==> src/rtl/veto_conditioner.sv <==
module veto_conditioner #(
  parameter int NUM_SRC = 4,
  parameter int TICK_W  = 32
) (
  input  logic               clk,
  input  logic               rst_n,
  input  logic [NUM_SRC-1:0] veto_src_in,
  input  logic [NUM_SRC-1:0] src_enable,
  input  logic               gate_mode,
  input  logic [TICK_W-1:0]  stretch_ticks,
  input  logic               cfg_load,
  input  logic               trig_in,
  output logic               veto_active,
  output logic               trig_out
);

  logic [NUM_SRC-1:0] meta_q, sync_q;
  logic               pol_q, lvl_d;
  logic [TICK_W-1:0]  width_q, cnt_q;
  logic               any_hit, level, rise, stretching;

  assign any_hit    = |(sync_q & src_enable);
  assign level      = (|src_enable) & (pol_q ? ~any_hit : any_hit);
  assign rise       = level & ~lvl_d;
  assign stretching = (cnt_q != '0);
  assign veto_active = level | stretching;

  always_ff @(posedge clk) begin
    if (!rst_n) begin
      meta_q   <= '0;
      sync_q   <= '0;
      lvl_d    <= 1'b0;
      pol_q    <= 1'b0;
      width_q  <= '0;
      cnt_q    <= '0;
      trig_out <= 1'b0;
    end else begin
      meta_q   <= veto_src_in;
      sync_q   <= meta_q;
      lvl_d    <= level;
      trig_out <= trig_in & ~veto_active;
      if (cfg_load) begin
        pol_q   <= gate_mode;
        width_q <= stretch_ticks;
      end
      if (rise && width_q != '0)
        cnt_q <= width_q - TICK_W'(1);
      else if (stretching)
        cnt_q <= cnt_q - TICK_W'(1);
    end
  end

endmodule

==> config.mk <==
export PLATFORM = sky130hd
export DESIGN_NAME = veto_conditioner
export DESIGN_NICKNAME = d
export VERILOG_FILES = /design/src/rtl/veto_conditioner.sv
export SDC_FILE = /design/constraint.sdc
export NUM_CORES = 1
export LEC_CHECK = 0
export ABC_AREA = 1
export BUFFER_PORTS_ARGS = -buffer_cell sky130_fd_sc_hd__buf_2
export CAP_MARGIN = 30
export CORE_UTILIZATION = 45
export CTS_CLUSTER_DIAMETER = 40
export DETAILED_ROUTE_END_ITERATION = 8
export GPL_ROUTABILITY_DRIVEN = 1
export PLACE_DENSITY_LB_ADDON = 0.12
export SLEW_MARGIN = 20
export SYNTH_ARGS = -nofsm -noshare
export SYNTH_HDL_FRONTEND = slang
export SYNTH_SLANG_ARGS = --single-unit
==> constraint.sdc <==
create_clock -name clk -period 2.8 [get_ports clk]
set_input_delay 0.56 -clock clk [delete_from_list [all_inputs] [get_ports clk]]
set_output_delay 0.56 -clock clk [all_outputs]
set_load 0.005 [all_outputs]
**Yosys cells after proc, flatten, opt, wreduce, memory -nomap -nowiden**

Cells that the tools add are included.

- Shifts and indexed selects: 0
- Order comparisons: 0
- Muxes and demuxes: 3
- Bitwise operators: 8
- Equality and inequality tests: 0
- Reductions and logical operators: 6
- Add/subtract/negate cells: 2
- Divide/modulo/power cells: 0
- $mul: 0

Operators with widths:

| operator | number |
|---|---|
| $mux 32 | 2 |
| $reduce_bool 32->1 | 2 |
| $sub 32x1->32 const B | 2 |
| $reduce_or 4->1 | 2 |
| $and 4x4->4 | 1 |
| $and 1x1->1 | 3 |
| $not 1->1 | 3 |
| $reduce_bool 2->1 | 1 |
| $logic_and 1x1->1 | 1 |
| $mux 1 | 1 |
| $or 1x1->1 | 1 |

- RAM bits: 0
- Bits in read-only memories: 0
- Memories: 0
- Output and inout bits: 2
- Register bits after elaboration: 75
- Word-level logic and storage cells: 26
- Bits in latches: 0

**Longest topological paths before layout**

Gate-level depths: netlist of run 1.

- Depth in word-level cells: 8
- Mapped depth: 22

**Worst setup path before layout of run 1**

OpenSTA, ideal clock, no wires.

- Path type: input-to-reg
- Start: input port src_enable[0]
- End: register cnt_q[30]
- Data arrival time: 2.266 ns
- Cell stages on the path: 20
- Required time: 2.672 ns
- Slack: 0.407 ns
- Path through: nand2_1 -> nand2_2 -> nor2_1 -> nand2_2 -> nand2_1 -> nor2_2 -> nand3_4 -> buf_8 -> nand2_1 -> nand2_1 -> ha_1 -> nand3_1 -> nor2_4 -> nand2_4 -> nor2_2 -> nand2_1 -> nand2_1 -> nand2_1 -> nand2_1 -> nor2_1

- Word-level cells in the longest chain between the ends: 8

Ends and longest elaborated chain:

| what | RTL line | source |
|---|---|---|
| start: declaration | 8 | `input logic [NUM_SRC-1:0] src_enable,` |
| $and 4x4->4 | 22 | `assign any_hit = \|(sync_q & src_enable);` |
| $reduce_or 4->1 | 22 |  |
| $not 1->1 | 23 | `assign level = (\|src_enable) & (pol_q ? ~any_hit : any_hit);` |
| $mux 1 | 23 |  |
| $and 1x1->1 (*) | 23 |  |
| $and 1x1->1 (*) | 24 | `assign rise = level & ~lvl_d;` |
| $logic_and 1x1->1 (*) | 46 | `if (rise && width_q != '0)` |
| $mux 32 / $reduce_bool 2->1 (equally long branches) | n/a |  |
| end signal: assignment | 47 | `cnt_q <= width_q - TICK_W'(1);` |
| end signal: assignment | 49 | `cnt_q <= cnt_q - TICK_W'(1);` |
| end: declaration | 19 | `logic [TICK_W-1:0] width_q, cnt_q;` |

Every way passes the cells marked *; elsewhere a longest branch is shown, timed or not.
A chain may end at the register's enable or synchronous reset.

**Worst setup path after layout of run 1**

- Start: register cnt_q[10]
- End: output port veto_active

- Word-level cells in the longest chain between the ends: 2

Ends and longest elaborated chain:

| what | RTL line | source |
|---|---|---|
| $reduce_bool 32->1 | 25 | `assign stretching = (cnt_q != '0);` |
| $or 1x1->1 | 26 | `assign veto_active = level \| stretching;` |
| end: declaration | 13 | `output logic veto_active,` |

No other way between the ends.

==> results.toml, run 1 <==
[timing]
hold_violations = 0
fmax_ghz = 0.394
rsz0062_at_grt = "no"
finalMaxSlewViolations = 0
post-route-period-util_pct = 90.6
slew-limit-headroom_pct = 58.6
whs_ns = 0.378
fin_crit_ns = 2.54
finalClockSkew_ns = 0.0106
finalSetupViolCount = 0
tightest_slew_ns = 0.621

[logic_synthesis]
synth_compound_area_share_pct = 11.2
ys_seq_area_share_pct = 35.5
synthMuxAreaShare_pct = 0
syn-cell-area_um2 = 4230
synth.top_cells.by_area = "dfxtp_1 35%, nand2_1 14%, inv_1 6.8%"
synth_most_common_cell = "nand2_1"
ys.flop_type = "dfxtp_1"
yosysWarnings = 0
synth_top_area_share_pct = 35.5
async_reset_ff_share_pct = 0
syn_inst = 640
yosysTopAreaCell = "dfxtp_1"
synth_xor_area_share_pct = 0.621
synth.distinct_cells = 35
yosys_register_bits = 75
synth_fa_ha_area_share_pct = 0.296
synth_edf_count = 0
synthTopCellsByCount = "159 x nand2_1, 77 x inv_1, 75 x dfxtp_1, 71 x nor2_1, 46 x nand3_1"
synth_top_family_by_area = "simple AND/OR/NAND/NOR gates"
synthSimpleGateAreaFrac_pct = 41.5
avgSynthCellArea_um2 = 6.61
syn-num-nets = 686

[route]
first_iter_violations = 253
vias = 4045
drt-total-wl_mm = 11.1
first_pass_iters = 5
drtAntennaViolNets = 0
wl_per_cell_um = 13.7
viasPerCell = 5.01
drc = 0

[global_routing]
grt_pass1_wl_mm = 18.9
grt_pass1_vias = 3892
grt_util_all_layers_pct = 24.6
overflow = 0
grt_max_degree = 59
antenna_found_initial = 0

[cells_and_area]
drive_gt1_share_pct = 22.0
fin_util_pct = 52.6
num-nets-final = 738
instances_no_fill = 807
area_growth_pct = 13.7
final_cell_area_um2 = 4810
diodes = 0

[floorplanning]
die_h_um = 99.0
coreArea_um2 = 9150
num_rows = 35
die_x_um = 99.0
start_util_pct = 46.2
die_area_um2 = 9800
io_pins = 47

[placed_design]
hpwl_mm = 8.43
io_buffers = 46
numPlacedInstances = 791
gp_congestion = 0.935
place_area_um2 = 4610

[worst_setup_path]
worstPathRequired_ns = 2.24
worstPathMaxFanout = 2
cpMaxStageDelayCell = "nor4_1"
path_cells = "nor4_1 -> nand4_1 -> nor4_1 -> buf_4 -> nand2_1 -> buf_2"
start_kind = "register"
worst_path_most_repeated_cell = "nor4_1"
endpoint_kind = "output port"
slowest_delay_ns = 0.42
worstSetupPathType = "register to output port"
critPathArrivalTime_ns = 1.98

[job]
max_cap_viol_count = 0

[cts]
clk_path_buf_depth = 2
hold_buffers = 0
cts-root-buf = "clkbuf_8"
htreeDepth = 3
numCtsBuffers = 9
cts_tree = "done"
cts.sinks = 75
clkSlewWorstSetupHoldPaths_ns = 0.09
clock_latency_ns = 0.35

[pwr]
p_total_mw = 3.18
leakagePower_nw = 2.34
worst_ir_drop_vdd_uv = 349
powerDensity_nw_per_um2 = 660

[min_path]
hold_class = "input pin to register"

[status]
status = "finished, final reports clean"
worst max-delay path: cells and delay by family, from the launching register on:
kind	cells	cell delay (ns)
simple gates	4	1.00
buf+inv	2	0.32
flops	1	0.32
cell usage in the layout (no fill, tap or decap), drive strengths merged:
| master | netlist | layout |
|---|---|---|
| nand2 | 188 | 188 |
| nor2 | 92 | 92 |
| inv | 85 | 87 |
| dfxtp | 75 | 75 |
| buf | 9 | 64 |
| nand3 | 52 | 52 |
| o21ai | 43 | 43 |
| a21oi | 40 | 40 |
| nand4 | 9 | 9 |
| nand3b | 9 | 9 |
| clkbuf | 14 | 9 |
| nor4 | 5 | 5 |
| a31oi | 5 | 5 |
| or2 | 5 | 5 |
| and2 | 3 | 3 |
| xor2 | 2 | 2 |
| clkinv | 0 | 2 |
| nor3 | 1 | 1 |
| xnor2 | 1 | 1 |
| o21bai | 1 | 1 |
| ha | 1 | 1 |
| bufinv | 0 | 1 |
| clkinvlp | 0 | 1 |
area by class of cell:
cell class,count,area [um2]
clock inverters,6,65.1
multi-input cells,457,2270
flip-flops and latches,75,1500
repair buffers,64,390
inverters,85,319
well taps,111,139
clock buffers,9,124
fillers,923,4340
cells by family after synthesis:
kind of cell / after synthesis
buffers and inverters: 108
xor gates and xnor gates: 3
AOI/OAI and AO/OA: 89
DFF: 75
adders and majority gates: 1
and+or+nand+nor: 364
routing by layer:
| layer | part of all wire (%) | up-vias | GRT usage, % |
|---|---|---|---|
| met2 | 45 | 117 | 39.7 |
| li1 | - | 2120 | - |
| met4 | 0.72 | 0 | 5.40 |
| met3 | 5.1 | 10 | 5.04 |
| met1 | 49 | 1798 | 33.8 |
| met5 | 0 | - | 0 |
metrics by stage:
step	TNS [ns]	setup WS, ns
after floorplan	0	0.407
after global placement	0	0.0138
after detailed placement	-0.0649	-0.0186
after CTS	0	0.156
after global routing	0	0.0279
final	0	0.264
what timing repair did:
action | CTS | global route
setup endpoints to repair | 0 | 9
resized for setup | 0 | 4
buffers inserted | 0 | 1
registers in the layout, summed over array words and instances (netlist names):
register / flops
lvl_d: 1
width_q: 32
cnt_q: 32
sync_q: 4
trig_out: 1
meta_q: 4
pol_q: 1
path summary, 6_finish.rpt:
| kind | startpoint | to | slack, ns | cells after the start |
|---|---|---|---|---|
| setup / recovery | cnt_q[10]$_SDFFE_PN0P_ | veto_active | 0.26 | 6 |
| hold / removal | veto_src_in[1] | meta_q[1]$_SDFF_PN0_ | 0.38 | 3 |
| setup reg to reg | width_q[22]$_SDFFE_PN0P_ | cnt_q[24]$_SDFFE_PN0P_ | 0.31 | 21 |
| hold reg to reg | meta_q[1]$_SDFF_PN0_ | sync_q[1]$_SDFF_PN0_ | 0.42 | 2 |
power breakdown:
group / internal (mW) / total, mW / leakage (nW) / switching (mW)
clock: 0.411 / 0.858 / 0.0959 / 0.447
combinational: 0.377 / 1.09 / 1.62 / 0.710
sequential: 1.18 / 1.23 / 0.621 / 0.0529
total: 1.97 / 3.18 / 2.34 / 1.21
Power figures use the tool's default switching activity.
==> run 2, diff against run 1 <==
Clock period 2.8 ns to 2.5 ns, I/O delays scaled along.
==> results.toml, run 2 (synthesis results as in run 1) <==
[route]
highest_layer = "met4"
drtAntennaViolNets = 0
wl_per_cell_um = 13.4
first_iter_violations = 290
first_pass_iters = 5
met3WireLength_um = 521
drc = 0
wl_met2_mm = 5.19
drt-met1-wl_mm = 5.52
viasPerCell = 4.92
vias = 4200
drt-total-wl_mm = 11.4

[placed_design]
io_buffers = 46
gp_congestion = 0.927
hpwl_mm = 8.67
place_area_um2 = 4890

[timing]
tightest_slew_ns = 0.620
finalMaxSlewViolations = 0
finalClockSkew_ns = 0.0116
rsz0062_at_grt = "yes"
hold_violations = 0
tns_ns = 0
post-route-period-util_pct = 95.4
finalSetupViolCount = 0
slew-limit-headroom_pct = 58.7
fin_crit_ns = 2.38
fmax_ghz = 0.419

[worst_setup_path]
worstPathMaxFanout = 2
start_kind = "register"
worstSetupPathType = "register to output port"
endpoint_kind = "output port"
timing.reg2reg.setup_slack_ns = 0.15
critPathArrivalTime_ns = 1.88
worstPathRequired_ns = 2.00

[floorplanning]
io_pins = 47
die_x_um = 99.0
die_area_um2 = 9800
die_h_um = 99.0
num_rows = 35
start_util_pct = 46.2
coreArea_um2 = 9150

[cts]
clk_path_buf_depth = 2
cts-root-buf = "clkbuf_8"
htreeDepth = 3
cts_tree = "done"
clkSlewWorstSetupHoldPaths_ns = 0.08
cts.sinks = 75
numCtsBuffers = 9
clock_latency_ns = 0.35

[cells_and_area]
final_common_cell = "nand2_1"
num-nets-final = 785
register_area_um2 = 1500
final_cell_area_um2 = 5360
nFillCells = 914
multiInputGateArea_um2 = 2400
top_regs = "cnt_q: 32 flops, width_q: 32 flops"
drive_gt1_share_pct = 31.1
mostFrequentLayoutCells = "151 x nand2_1, 74 x dfxtp_1, 73 x inv_1"
diodes = 0
area_growth_pct = 26.8

[global_routing]
overflow = 0
grt_pass1_vias = 4035
grt_util_all_layers_pct = 24.6
grt_max_degree = 59
grt_pass1_wl_mm = 19.0
antenna_found_initial = 0

[status]
status = "finished, final reports clean"

[job]
max_cap_viol_count = 0

[pwr]
powerDensity_nw_per_um2 = 757
p_total_mw = 4.06
leakagePower_nw = 2.60
worst_ir_drop_vdd_uv = 396

[min_path]
hold_class = "input pin to register"
run 2: changes by cell type in the layout (fill, tap and decap cells not counted), moves of 3 or more:
cell	previous run	this run
buf_4	16	61
nor2_2	14	24
nand2_1	159	151
nand3_1	46	43
nor2_1	69	57
nand2_2	27	35
run 2: critical path: stages, from the launching register on:
cell and delay [ns]:
dfxtp_1 0.32, nor4_1 0.40, nand4_1 0.27, nor4_4 0.24, nand2_1 0.15, buf_2 0.15
run 2: worst paths after layout:
| path | start | endpoint | cells after the start |
|---|---|---|---|
| worst max-delay path | cnt_q[6]$_SDFFE_PN0P_ | veto_active | 5 |
| worst min-delay path | veto_src_in[1] | meta_q[1]$_SDFF_PN0_ | 3 |
| worst max register to register | sync_q[1]$_SDFF_PN0_ | cnt_q[25]$_SDFFE_PN0P_ | 16 |
| worst min register to register | meta_q[2]$_SDFF_PN0_ | sync_q[2]$_SDFF_PN0_ | 2 |
run 2: power by group:
part           switching, mW  internal [mW]  total, mW
clock network          0.479          0.661       1.14
registers             0.0688           1.32       1.39
logic                  0.895          0.636       1.53
run 2: layout make-up:
class                   count  share of cell area, %
well taps                 111                   2.59
clock buffers               9                   2.31
inverters                  85                   5.95
repair buffers            111                   14.3
flip-flops and latches     75                   28.0
clock inverters             6                   2.15
multi-input cells         457                   44.7
run 2: per-stage QoR:
step / hold slack, ns / setup slack (ns) / utilization, % / cells
2_1_floorplan: 0.390 / 0.167 / - / 640
3_3_place_gp: 0.400 / -0.105 / 53.5 / 829
3_5_place_dp: 0.404 / -0.158 / 53.5 / 829
4_1_cts: 0.318 / 0.0470 / 56.2 / 844
5_1_grt: 0.317 / -0.0637 / 58.6 / 854
6_report: 0.331 / 0.116 / 58.6 / 854
run 2: per-layer routing:
| metal | up-vias | track usage [%] |
|---|---|---|
| met4 | 0 | 7.46 |
| met3 | 13 | 4.33 |
| met2 | 90 | 39.1 |
| met5 | - | 0 |
| met1 | 1882 | 34.0 |
| li1 | 2215 | - |
run 2: repair_timing:
item                                    4_1_cts  5_1_grt
endpoints found under the setup margin        3       23
hold buffers                                  0        0
resized for setup                             2       38
pin swaps                                     0       11
hold endpoints to repair                      0        0
buffers inserted                              0       10
==> run 3, diff against run 2 <==
Settings changed: CORE_UTILIZATION 45 to 59.
==> results.toml, run 3 (synthesis results as in run 1) <==
[worst_setup_path]
critPathArrivalTime_ns = 2.77
timing.rr.start = "sync_q[1]$_SDFF_PN0_"
worstSetupPathType = "register to register"
r2r-end = "cnt_q[19]$_SDFFE_PN0P_"
worstPathMaxFanout = 7
reg2reg_depth = 19
timing.reg2reg.setup_slack_ns = -0.02
worstPathRequired_ns = 2.75
endpoint_kind = "register"
start_kind = "register"

[floorplanning]
start_util_pct = 61.6
die_x_um = 86.7
die_area_um2 = 7520
io_pins = 47
num_rows = 30
die_h_um = 86.7
coreArea_um2 = 6870

[route]
drtAntennaViolNets = 0
first_pass_iters = 6
viasPerCell = 5.28
drt-total-wl_mm = 11.5
vias = 4407
wl_per_cell_um = 13.8
first_iter_violations = 379
drc = 0

[min_path]
whs_path_depth = 3
min_from = "veto_src_in[0]"
hold_class = "input pin to register"
min_to = "meta_q[0]$_SDFF_PN0_"

[global_routing]
overflow = 0
grt_util_all_layers_pct = 32.0
grt_pass1_vias = 4073
antenna_found_initial = 0
grt_max_degree = 45
grt_pass1_wl_mm = 18.5

[cells_and_area]
final_common_cell = "nand2_1"
num-nets-final = 779
final_cell_area_um2 = 5220
mostFrequentLayoutCells = "152 x nand2_1, 74 x inv_1, 74 x dfxtp_1"
area_growth_pct = 23.3
drive_gt1_share_pct = 29.4
top_regs = "cnt_q: 32 flops, width_q: 32 flops"
diodes = 0
fin_util_pct = 75.9

[cts]
htreeDepth = 3
numCtsBuffers = 9
hold_buffers = 0
cts_tree = "done"
clkSlewWorstSetupHoldPaths_ns = 0.09
cts.sinks = 75
clock_latency_ns = 0.36
cts-root-buf = "clkbuf_8"
clk_path_buf_depth = 2

[placed_design]
gp_congestion = 0.934
hpwl_mm = 8.52
place_area_um2 = 4850
io_buffers = 46

[timing]
post-route-period-util_pct = 101
finalClockSkew_ns = 0.0121
rsz0062_at_grt = "yes"
finalMaxSlewViolations = 0
fmax_ghz = 0.397
fin_crit_ns = 2.52
hold_violations = 0
tns_ns = -0.0216
setup_slack_ns = -0.0216
whs_ns = 0.311
tightest_slew_ns = 0.593
finalSetupViolCount = 1
slew-limit-headroom_pct = 60.4

[pwr]
p_int_mw = 2.39
clockPowerShare_pct = 25.3
p_switching_mw = 1.48
p_total_mw = 3.88
switching_share_pct = 38.3
combPwrFrac_pct = 38.9
worst_ir_drop_vdd_uv = 490
seqPwrFrac_pct = 35.7
powerDensity_nw_per_um2 = 743
leakagePower_nw = 2.54

[status]
failed_checks = "negative setup slack"
status = "finished, violations left"

[job]
max_cap_viol_count = 0
run 3: cell type report:
cell class / instances / area, um2
clock buffers: 10 / 128
clock inverters: 6 / 72.6
fillers: 545 / 1650
inverters: 85 / 319
multi-input cells: 457 / 2380
flip-flops and latches: 75 / 1500
well taps: 96 / 120
repair buffers: 105 / 698
run 3: through the flow:
step	instances	setup slack, ns
floorplan	640	0.167
global placement	810	-0.208
detailed placement	810	-0.265
CTS	831	0.00312
global route	834	-0.153
finish	834	-0.0216
run 3: worst max path at each step:
stage | to | slack, ns | start
after floorplan | cnt_q[30]$_SDFFE_PN0P_ | 0.17 | src_enable[0]
after CTS | veto_active | 0.003 | cnt_q[6]$_SDFFE_PN0P_
after detailed placement | cnt_q[18]$_SDFFE_PN0P_ | -0.26 | src_enable[1]
final | cnt_q[19]$_SDFFE_PN0P_ | -0.02 | sync_q[1]$_SDFF_PN0_
after global placement | cnt_q[18]$_SDFFE_PN0P_ | -0.21 | src_enable[0]
after global routing | cnt_q[19]$_SDFFE_PN0P_ | -0.15 | sync_q[1]$_SDFF_PN0_
run 3: power by group through the flow:
stage / logic [mW] / registers, mW / clock network (mW)
floorplan: 0.901 / 1.39 / 0
global placement: 1.33 / 1.41 / 0
detailed placement: 1.36 / 1.41 / 0
CTS: 1.40 / 1.38 / 0.984
global route: 1.66 / 1.40 / 1.03
finish: 1.51 / 1.38 / 0.982
run 3: per-layer routing:
layer,GRT usage [%],share of wire [%],vias to the layer above,routed length [um]
met3,5.81,8.0,32,918
met1,42.9,44,1971,5080
met4,10.9,2.3,0,268
li1,-,-,2212,-
met2,51.8,45,192,5200
met5,0,0,-,0
run 3: critical path, cell delays in order, from the launching register on:
cell and delay (ns):
dfxtp_1 0.35, nand2_2 0.06, nand2_2 0.09, nor2_1 0.07
nand2_2 0.08, nand2_1 0.07, nor2_2 0.17, nand3_4 0.14
buf_4 0.18, nand2_1 0.09, nand2_1 0.08, inv_1 0.10
nand2_1 0.14, nor2_4 0.18, nand2_4 0.11, nor2_4 0.19
buf_4 0.14, nand2_1 0.05, nand3_1 0.06, a21oi_1 0.06
run 3: what timing repair did:
item / 4_1_cts / 5_1_grt
gates resized for setup: 4 / 31
buffers inserted: 5 / 3
pin swaps: 3 / 14
endpoints found under the setup margin: 5 / 27
